--- config.mk ---
export PLATFORM = sky130hd
export DESIGN_NAME = bus_target_decoder
export DESIGN_NICKNAME = d
export VERILOG_FILES = /design/src/rtl/tgt_dec_pkg.sv /design/src/rtl/tgt_cmd_class.sv /design/src/rtl/tgt_win_match.sv /design/src/rtl/tgt_be_track.sv /design/src/rtl/bus_target_decoder.sv
export SDC_FILE = /design/constraint.sdc
export NUM_CORES = 1
export LEC_CHECK = 0
export CAP_MARGIN = 30
export CORE_AREA = 5 5 104 106
export DETAILED_ROUTE_END_ITERATION = 6
export DIE_AREA = 0 0 109 111
export PLACE_DENSITY = 0.85
export SYNTH_ARGS = -nofsm -noshare
export SYNTH_HDL_FRONTEND = slang
export SYNTH_HIERARCHICAL = 1
export SYNTH_SLANG_ARGS = --single-unit
--- constraint.sdc ---
create_clock -name clk -period 6.08 [get_ports clk]
set_input_delay 1.216 -clock clk [delete_from_list [all_inputs] [get_ports clk]]
set_output_delay 1.216 -clock clk [all_outputs]
set_load 0.02 [all_outputs]
--- src/rtl/tgt_dec_pkg.sv ---
package tgt_dec_pkg;
  localparam int CMD_W = 4;

  typedef enum logic [1:0] {
    CLS_NONE = 2'd0,
    CLS_MEM  = 2'd1,
    CLS_IO   = 2'd2,
    CLS_CFG  = 2'd3
  } cls_e;

  typedef enum logic [1:0] {
    ST_IDLE = 2'd0,
    ST_HIGH = 2'd1,
    ST_SKIP = 2'd2
  } dec_st_e;

  localparam logic [CMD_W-1:0] OP_IO_RD   = 4'b0010;
  localparam logic [CMD_W-1:0] OP_IO_WR   = 4'b0011;
  localparam logic [CMD_W-1:0] OP_MEM_RD  = 4'b0110;
  localparam logic [CMD_W-1:0] OP_MEM_WR  = 4'b0111;
  localparam logic [CMD_W-1:0] OP_CFG_RD  = 4'b1010;
  localparam logic [CMD_W-1:0] OP_CFG_WR  = 4'b1011;
  localparam logic [CMD_W-1:0] OP_MEM_RDM = 4'b1100;
  localparam logic [CMD_W-1:0] OP_WIDE    = 4'b1101;
  localparam logic [CMD_W-1:0] OP_MEM_RDL = 4'b1110;
  localparam logic [CMD_W-1:0] OP_MEM_WRI = 4'b1111;
endpackage

--- src/rtl/tgt_cmd_class.sv ---
module tgt_cmd_class import tgt_dec_pkg::*; (
  input  logic [CMD_W-1:0] cmd,
  output cls_e             cls,
  output logic             wr,
  output logic             wide
);
  always_comb begin
    unique case (cmd)
      OP_IO_RD, OP_IO_WR:                      cls = CLS_IO;
      OP_MEM_RD, OP_MEM_WR, OP_MEM_RDM,
      OP_MEM_RDL, OP_MEM_WRI:                  cls = CLS_MEM;
      OP_CFG_RD, OP_CFG_WR:                    cls = CLS_CFG;
      default:                                 cls = CLS_NONE;
    endcase
  end

  assign wr   = (cls != CLS_NONE) && cmd[0];
  assign wide = (cmd == OP_WIDE);
endmodule

--- src/rtl/tgt_win_match.sv ---
module tgt_win_match #(
  parameter int AW       = 64,
  parameter int MIN_LOG2 = 4,
  parameter int SW       = $clog2(AW) + 1
) (
  input  logic [AW-1:0] addr,
  input  logic [AW-1:0] base,
  input  logic [SW-1:0] size_log2,
  output logic          hit
);
  localparam logic [SW-1:0] MIN_SZ = SW'(MIN_LOG2);

  logic [SW-1:0] eff_sz;
  logic [AW-1:0] diff;

  assign eff_sz = (size_log2 < MIN_SZ) ? MIN_SZ : size_log2;

  for (genvar g = 0; g < AW; g++) begin : g_bit
    assign diff[g] = (addr[g] ^ base[g]) & (SW'(g) >= eff_sz);
  end

  assign hit = ~|diff;
endmodule

--- src/rtl/tgt_be_track.sv ---
module tgt_be_track #(
  parameter int BE_W = 4
) (
  input  logic            clk,
  input  logic            rst,
  input  logic            new_phase,
  input  logic            claim_set,
  input  logic            claim_set_wr,
  input  logic [BE_W-1:0] be_n,
  output logic [BE_W-1:0] wr_mask,
  output logic            be_nop
);
  logic open_q;
  logic open_wr_q;

  always_ff @(posedge clk) begin
    if (rst) begin
      open_q    <= 1'b0;
      open_wr_q <= 1'b0;
      wr_mask   <= '0;
      be_nop    <= 1'b0;
    end else begin
      if (claim_set) begin
        open_q    <= 1'b1;
        open_wr_q <= claim_set_wr;
      end else if (new_phase) begin
        open_q    <= 1'b0;
        open_wr_q <= 1'b0;
      end
      wr_mask <= (open_q && open_wr_q) ? ~be_n : '0;
      be_nop  <= open_q && (&be_n);
    end
  end
endmodule

--- src/rtl/bus_target_decoder.sv ---
module bus_target_decoder import tgt_dec_pkg::*; #(
  parameter int AD_W         = 32,
  parameter int BE_W         = AD_W / 8,
  parameter bit ADDR64_EN    = 1'b1,
  parameter int MEM_MIN_LOG2 = 4,
  parameter int IO_MIN_LOG2  = 2,
  parameter int MSZ_W        = $clog2(2 * AD_W) + 1,
  parameter int ISZ_W        = $clog2(AD_W) + 1
) (
  input  logic              clk,
  input  logic              rst,
  input  logic              phase_vld,
  input  logic [AD_W-1:0]   ad,
  input  logic [3:0]        cmd,
  input  logic [BE_W-1:0]   be_n,
  input  logic              cfg_sel,
  input  logic [2*AD_W-1:0] mem_base,
  input  logic [MSZ_W-1:0]  mem_size_log2,
  input  logic [AD_W-1:0]   io_base,
  input  logic [ISZ_W-1:0]  io_size_log2,
  output logic              claim,
  output logic              claim_wr,
  output logic [1:0]        claim_cls,
  output logic              claim_dac,
  output logic [BE_W-1:0]   wr_mask,
  output logic              be_nop
);
  localparam int MA_W = 2 * AD_W;

  dec_st_e          state_q, state_nxt;
  logic [AD_W-1:0]  lo_q;
  cls_e             cls;
  logic             cmd_wr, cmd_wide;
  logic             use_hi, sample, claim_nxt;
  logic [MA_W-1:0]  mem_addr;
  logic             mem_hit, io_hit;
  cls_e             cls_q;

  tgt_cmd_class u_class (
    .cmd  (cmd),
    .cls  (cls),
    .wr   (cmd_wr),
    .wide (cmd_wide)
  );

  assign use_hi   = (state_q == ST_HIGH);
  assign mem_addr = use_hi ? {ad, lo_q} : {{AD_W{1'b0}}, ad};

  tgt_win_match #(.AW(MA_W), .MIN_LOG2(MEM_MIN_LOG2), .SW(MSZ_W)) u_mem_win (
    .addr      (mem_addr),
    .base      (mem_base),
    .size_log2 (mem_size_log2),
    .hit       (mem_hit)
  );

  tgt_win_match #(.AW(AD_W), .MIN_LOG2(IO_MIN_LOG2), .SW(ISZ_W)) u_io_win (
    .addr      (ad),
    .base      (io_base),
    .size_log2 (io_size_log2),
    .hit       (io_hit)
  );

  assign sample = phase_vld && (state_q == ST_IDLE || state_q == ST_HIGH);

  always_comb begin
    claim_nxt = 1'b0;
    if (sample && !cmd_wide) begin
      unique case (cls)
        CLS_MEM: claim_nxt = mem_hit;
        CLS_IO:  claim_nxt = io_hit && !use_hi;
        CLS_CFG: claim_nxt = cfg_sel && !use_hi;
        default: claim_nxt = 1'b0;
      endcase
    end
  end

  always_comb begin
    state_nxt = ST_IDLE;
    if (state_q == ST_IDLE && phase_vld && cmd_wide)
      state_nxt = ADDR64_EN ? ST_HIGH : ST_SKIP;
  end

  always_ff @(posedge clk) begin
    if (rst) begin
      state_q   <= ST_IDLE;
      lo_q      <= '0;
      claim     <= 1'b0;
      claim_wr  <= 1'b0;
      cls_q     <= CLS_NONE;
      claim_dac <= 1'b0;
    end else begin
      state_q <= state_nxt;
      if (state_q == ST_IDLE && phase_vld && cmd_wide)
        lo_q <= ad;
      claim     <= claim_nxt;
      claim_wr  <= claim_nxt && cmd_wr;
      cls_q     <= claim_nxt ? cls : CLS_NONE;
      claim_dac <= claim_nxt && use_hi;
    end
  end

  assign claim_cls = cls_q;

  tgt_be_track #(.BE_W(BE_W)) u_be (
    .clk          (clk),
    .rst          (rst),
    .new_phase    (phase_vld && state_q == ST_IDLE),
    .claim_set    (claim_nxt),
    .claim_set_wr (cmd_wr),
    .be_n         (be_n),
    .wr_mask      (wr_mask),
    .be_nop       (be_nop)
  );

  // a claim is always preceded by a sampled address-phase cycle
  a_r2_claim_after_phase: assert property (@(posedge clk) disable iff (rst)
    claim |-> $past(phase_vld));

  // claimed transactions carry a class and the command's direction bit
  a_r3_claim_has_class: assert property (@(posedge clk) disable iff (rst)
    claim |-> (claim_cls != CLS_NONE) && (claim_wr == $past(cmd[0])));

  // reserved and broadcast codes never lead to a claim
  a_r4_no_reserved: assert property (@(posedge clk) disable iff (rst)
    claim |-> !($past(cmd) inside {4'b0000, 4'b0001, 4'b0100, 4'b0101, 4'b1000, 4'b1001}));

  // configuration claims need the select line in the sampled cycle
  a_r8_cfg_needs_sel: assert property (@(posedge clk) disable iff (rst)
    (claim && claim_cls == CLS_CFG) |-> $past(cfg_sel));

  // a wide claim follows two consecutive address-phase cycles
  a_r9_wide_two_cycles: assert property (@(posedge clk) disable iff (rst)
    claim_dac |-> ($past(phase_vld) && $past(phase_vld, 2)));

  // wide phases never claim I/O or configuration space
  a_r11_wide_mem_only: assert property (@(posedge clk) disable iff (rst)
    claim_dac |-> (claim_cls == CLS_MEM));

  // the write mask never enables a byte whose enable was inactive
  a_r13_mask_within_enables: assert property (@(posedge clk) disable iff (rst)
    (wr_mask & $past(be_n)) == '0);
endmodule

# Word-level counts from Yosys, hierarchy flattened

Memory sizes are Yosys's and may differ from the RTL's.
Index checks and enable logic that the tools add are counted.
Widths: inputs -> output; s select.

Flip-flop bits (word level): 46
Memory bits (read-only): 32
Input bits: 153
Output and inout bits: 10
Logic and storage cells: 342
Memories: 1

Memories:

| memory           | words | bits a word | rd ports | clocked after Yosys merged registers in | wr ports | line               | source |
|---|---|---|---|---|---|---|---|
| (name not given) | 16    | 2           | 1        | 0                                       | 0        | tgt_cmd_class.sv:8 | `unique case (cmd)` |

Order comparisons: 98
Equal/unequal tests: 5
Muxes and demuxes: 9
Bitwise gates (word level): 195
Reductions and logical operators: 24

Operator list:

| kind               | number |
|---|---|
| $ge 6x7->1 const A | 32 |
| $ge 5x7->1 const A | 16 |
| $and 1x1->1        | 96 |
| $ge 5x6->1 const A | 16 |
| $xor 1x1->1        | 96 |
| $mux 64            | 1 |
| $reduce_or 64->1   | 1 |
| $ge 4x7->1 const A | 8 |
| $ge 4x6->1 const A | 8 |
| $reduce_or 32->1   | 1 |
| $ge 3x7->1 const A | 4 |
| $ge 3x6->1 const A | 4 |
| $ge 1x7->1 const A | 2 |
| $ge 2x7->1 const A | 2 |
| $ge 1x6->1 const A | 2 |
| $ge 2x6->1 const A | 2 |
| $logic_and 1x1->1  | 11 |
| $lt 7x3->1 const B | 1 |
| $mux 7             | 1 |
| $lt 6x2->1 const B | 1 |
| $mux 6             | 1 |
| $mux 1             | 5 |
| $eq 2x1->1 const B | 2 |
| $eq 2x2->1 const B | 2 |
| 10 further kinds   | 16 |

# Logic depth before layout (Yosys ltp)

Gate-level depths: netlist of the first run.

Depth in word-level cells: 11
Depth in mapped cells: 16
Depth with buffers taken out: 12

# Hierarchy

Netlist of the first run, hierarchy kept.

Modules (own cells, without submodules):

| module                    | times used | cells an instance | area each (µm²) | sequential area each (µm²) |
|---|---|---|---|---|
| bus_target_decoder        | 1          | 233               | 1933.1          | 760.7 |
| tgt_win_match (u_mem_win) | 1          | 209               | 1447.6          | 0.0 |
| tgt_win_match (u_io_win)  | 1          | 90                | 655.6           | 0.0 |
| tgt_be_track              | 1          | 20                | 209.0           | 140.1 |
| tgt_cmd_class             | 1          | 6                 | 38.8            | 0.0 |

# Worst setup path before layout of the first run

No wires, ideal clock.

Path kind: input -> register
Start point: in mem_size_log2[5]
End point: reg u_be.open_wr_q
Arrival: 3.817 ns
Required time: 5.964 ns
Setup slack: 2.148 ns
Cell stages on the path: 13
Buffers on the path: 3
Cells stage by stage: buf_2 -> clkbuf_4 -> o21ai_1 -> a222oi_1 -> o211ai_1 -> or4_1 -> nor4_2 -> a21oi_1 -> or4b_1 -> buf_2 -> nor2_1 -> or3b_1 -> a21oi_1

Word-level cells in the longest chain between the ends: 9
Elaborated cells on any way between the ends: 136

RTL lines:

| element                                            | line                     | source |
|---|---|---|
| start, declared                                    | bus_target_decoder.sv:18 | `input logic [MSZ_W-1:0] mem_size_log2,` |
| $lt 7x3->1                                         | tgt_win_match.sv:16      | `assign eff_sz = (size_log2 < MIN_SZ) ? MIN_SZ : size_log2;` |
| $mux 7 (*)                                         | tgt_win_match.sv:16      |  |
| $ge 1x7->1 (tied with other cells)                 | tgt_win_match.sv:19      | `assign diff[g] = (addr[g] ^ base[g]) & (SW'(g) >= eff_sz);` |
| $and 1x1->1                                        | tgt_win_match.sv:19      |  |
| $reduce_or 64->1 (*)                               | tgt_win_match.sv:22      | `assign hit = ~\|diff;` |
| $logic_not 1->1 (*)                                | tgt_win_match.sv:22      |  |
| via mem_hit                                        | bus_target_decoder.sv:36 | `logic mem_hit, io_hit;` |
| $pmux 1 s3 (*)                                     | bus_target_decoder.sv:68 | `unique case (cls)` |
| $mux 1 (*)                                         | bus_target_decoder.sv:67 | `if (sample && !cmd_wide) begin` |
| via claim_nxt                                      | bus_target_decoder.sv:34 | `logic use_hi, sample, claim_nxt;` |
| $mux 1 / $reduce_bool 2->1 (equally long branches) | -                        |  |
| end signal, assigned                               | tgt_be_track.sv:25       | `open_wr_q <= claim_set_wr;` |
| end, declared                                      | tgt_be_track.sv:14       | `logic open_wr_q;` |

The timed path passes the listed nets; every way through them passes the cells marked *.
A chain may end at the register's enable or synchronous reset.

# Worst setup path after layout of the first run

Start point: in mem_size_log2[2]
End point: reg u_be.open_wr_q

The elaborated chain is that of the path after synthesis.

==> results of run 1 <==
## per-layer routing
layer	global-route usage, %	vias to the layer above	part of all wire [%]
met5	0	-	0
met1	31.6	2140	42
met4	9.68	0	3.8
li1	-	2175	-
met3	4.02	36	6.9
met2	40.1	200	47
## power groups by stage
stage / Sequential (mW) / Clock [mW] / Combinational [mW]
6_report: 0.273 / 0.277 / 0.305
5_1_grt: 0.273 / 0.291 / 0.324
4_1_cts: 0.273 / 0.283 / 0.301
3_5_place_dp: 0.279 / 0 / 0.298
3_3_place_gp: 0.279 / 0 / 0.295
2_1_floorplan: 0.279 / 0 / 0.141
## stage by stage
step	std cells	cell area (um^2)	worst slack [ps]	util [%]	total power, mW
finish	808	5860	968	60.6	0.855
global route	808	5860	739	60.6	0.888
CTS	808	5860	998	60.6	0.856
detailed placement	800	5730	708	59.1	0.577
global placement	798	5700	736	58.8	0.574
floorplan	538	4110	2150	-	0.420
## worst max-delay path: cells and delay by family
kind            cells  cell delay (ps)
buf+inv             1              940
simple gates        7             2400
compound gates      4              740
## how the worst max path moves through the flow
stage                     startpoint             end  slack [ps]
floorplan           mem_size_log2[5]  u_be/open_wr_q        2150
global placement    mem_size_log2[3]  u_be/open_wr_q         740
detailed placement  mem_size_log2[2]  u_be/open_wr_q         710
CTS                 mem_size_log2[2]  u_be/open_wr_q        1000
global route        mem_size_log2[2]  u_be/open_wr_q         740
finish              mem_size_log2[2]  u_be/open_wr_q         970
## cell type report
| cell class | instances | area [um^2] |
|---|---|---|
| clock buffers | 5 | 68.8 |
| fillers | 854 | 3820 |
| well taps | 133 | 166 |
| flip-flops and latches | 41 | 822 |
| clock inverters | 3 | 68.8 |
| multi-input cells | 454 | 3060 |
| repair buffers | 167 | 1660 |
| inverters | 5 | 18.8 |
## cells in the final DEF (no fill, tap or decap), drive strengths merged, types with 3 or more instances in the layout
| master | n |
|---|---|
| a21o | 3 |
| a21oi | 65 |
| a31oi | 6 |
| a32oi | 4 |
| a41oi | 3 |
| and2 | 35 |
| and3 | 5 |
| buf | 11 |
| clkbuf | 5 |
| clkdlybuf4s50 | 156 |
| dfxtp | 41 |
| inv | 6 |
| mux2 | 28 |
| nand2 | 73 |
| nand3 | 9 |
| nand3b | 4 |
| nand4 | 7 |
| nor2 | 20 |
| nor2b | 3 |
| nor3 | 8 |
| nor4 | 4 |
| nor4b | 4 |
| o211ai | 6 |
| o21a | 3 |
| o21ai | 29 |
| o22ai | 6 |
| or2 | 5 |
| or3 | 4 |
| xnor2 | 52 |
| xor2 | 38 |
==> qor.csv, run 1 <==
metric;value;unit
cap_violations;0;
min_period;5110;ps
core_area;0.00968;mm^2
final.setup_skew;7.49;ps
clock-sinks;41;
path_class;in -> reg;
arrival;5290;ps
dr.pass1.iters;5;
vias;4551;
cts_buffers;5;
vias_per_cell;5.63;
required;6260;ps
end_kind;flip-flop;
ir_drop;0.103;mV
crit_chain;clkdlybuf4s50_1 -> or3_1 -> a21oi_1 -> or4b_1 -> a2111oi_0 -> nand4b_1 -> nor4_2 -> a21oi_1 -> or4b_1 -> nor2_1 -> or3b_1 -> a21oi_1;
switching_power;0.258;mW
grt_pass1_wl;23500;um
finalSetupTns;0;ps
avgSynthCellArea;7.64;um^2
largest_register;lo_q;
drt-total-wl;15400;um
min_to;lo_q[31];
crit_path_start_kind;primary input;
power_frac_seq;31.9;%
start_util;42.4;%
boundaryPins;163;
diodes;0;
rsz0062_at_grt;false;
avgRoutedWirePerCell;19.1;um
worstReg2RegStart;state_q[0];
tightest_slew;822;ps
largest_register_ffs;28;
netlist_instances;538;
regToRegSetupSlack;1900;ps
ctsLongestPathBuffers;2;
root_buffer;clkbuf_8;
finalHoldViolCount;0;
slowest_stage;clkdlybuf4s50_1;
die_w;109;um
drt_iter0_markers;271;
p_comb_share;35.7;%
grt.overflow.total;0;
worstHoldPathType;reg -> reg;
status;finished clean;
dieHeight;111;um
fmax;0.196;GHz
clock_power_share;32.4;%
post-route-drc-count;0;
setup_viol;0;
whs;458;ps
clk_pin_slew;90;ps
max-slew-margin-rel;45.0;%
cts_setup_buffers;0;
max_stage_delay;940;ps
clk_latency;300;ps
yosys_warnings;6;
detailed_place_hpwl;12300;um
place.gp.congestion;0.953;
ant_nets;0;
syn2layout_area_growth;42.7;%
drive_above_1_share;10.5;%
grt_pass1_vias;4527;
place.port_buffers;156;
rr_worst_depth;13;
hold_depth;2;
finalCritPeriodShare;84.1;%
cts_tree;built;
sw_frac_of_total;30.2;%
track_usage;24.5;%
ctsHoldBuffers;0;
p_int;0.597;mW
syn-cell-area;0.00411;mm^2
cp_max_fo;19;
nets;827;
path_common_cell;a21oi_1;
hold_start;lo_q[31];
syn-num-nets;691;
cts_resized;0;
num_rows;36;
htreeDepth;2;
p_leak;2.02;nW
grt_max_degree;39;
drv_slew;0;
r2r-end;u_be/open_wr_q;
antenna_found_initial;0;
die-area;0.0121;mm^2
p_per_area;146;mW/mm^2
Power figures use the tool's default switching activity.
==> run 2: changes to the inputs <==
Settings changed: CORE_AREA 5 5 104 106 to 5 5 109 111, DIE_AREA 0 0 109 111 to 0 0 114 116, PLACE_DENSITY 0.85 to 0.82.
Clock period 6.08 ns to 4.5 ns, I/O delays scaled along.
==> run 2 against run 1 <==
  * Worst setup slack got worse by 660 ps
  * First-iteration DRC count grew 22%
  * Sequential share of layout area fell by 0.55 points
  * Register-to-register slack worse by 1500 ps
  * Via count rose by 2.8%
  * Critical path depth grew 1
  * Core utilization down 3.5 points
  * Combinational power up 42%
  * Largest cell class unchanged
  * Flip-flop and latch count stayed put
  * Hold slack worse by 2.5 ps
==> qor.csv, run 2 (synthesis gave the netlist of run 1 again) <==
metric;value;unit
status;finished clean;
boundaryPins;163;
p_leak;2.16;nW
nets;857;
dr.pass1.iters;4;
detailed_place_hpwl;13200;um
max_stage_delay;560;ps
tightest_slew;728;ps
crit_path_start_kind;primary input;
path_buf_inv;1;
clock-sinks;41;
finalHoldViolCount;0;
final_cell_area;0.00611;mm^2
largest_register;lo_q;
clock_power_share;27.8;%
grt_max_degree;30;
cap_violations;0;
r2r-end;u_be/open_wr_q;
clk_latency;300;ps
p_comb_share;39.0;%
max-slew-margin-rel;51.3;%
sw_frac_of_total;30.9;%
htreeDepth;2;
crit_start;ad[26];
clk_pin_slew;90;ps
cts_tree;built;
rr_worst_depth;13;
diodes;0;
place.port_buffers;156;
finalSetupTns;0;ps
grt_pass1_wl;24800;um
hold_depth;2;
cts_buffers;5;
cp_max_fo;3;
cts_resized;0;
regToRegSetupSlack;400;ps
num_rows;38;
place.gp.congestion;0.920;
required;4650;ps
ir_drop;0.135;mV
min_period;4190;ps
die_w;114;um
arrival;4340;ps
antenna_found_initial;0;
worstHoldPathType;reg -> reg;
start_util;38.4;%
dpl-instance-area;0.00599;mm^2
drt_iter0_markers;331;
post-route-drc-count;0;
crit_chain;clkdlybuf4s50_1 -> mux2_2 -> xnor2_1 -> o2bb2ai_1 -> a31oi_1 -> o211ai_1 -> or4_1 -> nor4_2 -> a21oi_1 -> or4b_1 -> nor2_1 -> or3b_1 -> a21oi_1;
slowest_stage;or4_1;
cts_setup_buffers;0;
end_kind;flip-flop;
layout_common_cells;156 x clkdlybuf4s50_1, 71 x nand2_1, 64 x a21oi_1;
ctsLongestPathBuffers;2;
switching_power;0.344;mW
drv_slew;0;
rsz0062_at_grt;false;
vias_per_cell;5.54;
grt_pass1_vias;4719;
ant_nets;0;
crit_family;simple AND/OR/NAND/NOR gates;
min_to;lo_q[22];
avgRoutedWirePerCell;19.0;um
worstReg2RegStart;state_q[0];
path_class;in -> reg;
track_usage;23.8;%
path_common_cell;a21oi_1;
fmax;0.239;GHz
drt-total-wl;16100;um
ctsHoldBuffers;0;
final_common_cell;clkdlybuf4s50_1;
p_per_area;182;mW/mm^2
core_area;0.0107;mm^2
largest_register_ffs;28;
die-area;0.0132;mm^2
setup_viol;0;
hold_start;lo_q[22];
finalCritPeriodShare;93.1;%
p_int;0.767;mW
grt.overflow.total;0;
root_buffer;clkbuf_8;
drive_above_1_share;14.3;%
dieHeight;116;um
vias;4680;
final.setup_skew;4.35;ps
whs;455;ps
syn2layout_area_growth;48.6;%
power_frac_seq;33.2;%
run 2: changes by cell type in the layout (fill, tap and decap cells not counted), sizes merged:
cell,change
buf,+30
clkinvlp,+1
inv,-1
bufinv,-1
clkinv,+1
run 2: final cells by class:
type / instances / area, um^2
inverter: 5 / 18.8
fill: 989 / 4590
timing repair buffer: 197 / 1910
sequential: 41 / 822
clock inverter: 3 / 46.3
clock buffer: 5 / 68.8
multi-input combinational: 454 / 3060
tap: 140 / 175
run 2: power groups by stage:
stage | sequential, mW | combinational (mW) | clock, mW
detailed placement | 0.377 | 0.426 | 0
global route | 0.370 | 0.461 | 0.334
finish | 0.369 | 0.433 | 0.309
global placement | 0.377 | 0.421 | 0
floorplan | 0.377 | 0.191 | 0
CTS | 0.369 | 0.428 | 0.316
run 2: metrics by stage:
stage | setup slack, ps | total power [mW] | instances | util (%)
after detailed placement | 37.3 | 0.803 | 837 | 56.0
after global placement | 43.2 | 0.799 | 836 | 55.9
after global routing | 134 | 1.16 | 845 | 57.1
after floorplan | 884 | 0.568 | 538 | -
final | 310 | 1.11 | 845 | 57.1
after CTS | 355 | 1.11 | 845 | 57.1
run 2: worst max-delay path by stage:
stage	endpoint	slack, ps	depth (start not counted)
final	u_be/open_wr_q	310	13
after global routing	u_be/open_wr_q	130	13
after CTS	claim_dac	350	12
after detailed placement	u_be/open_wr_q	40	13
after global placement	u_be/open_wr_q	40	13
after floorplan	u_be/open_wr_q	880	13
run 2: tightest hold or removal path, delay by kind of cell, from the launching register on:
| kind | cells | cell delay [ps] |
|---|---|---|
| simple gates | 1 | 50 |
| flops | 1 | 310 |
| compound gates | 1 | 50 |
run 2: routing by layer:
layer  wire length (um)  global-route usage, %  share of wire, %  up-vias
li1                   -                      -                 -     2227
met1               6540                   29.8                41     2208
met5                  0                      0                 0        -
met2               8030                   41.6                50      214
met3               1090                   4.28               6.7       31
met4                429                   7.13               2.7        0
==> run 3: changes to the inputs <==
Settings changed: HOLD_SLACK_MARGIN set to 0.05.
==> results of run 3 <==
Same layout as run 2: the final DEF is identical, and so are final timing and power.
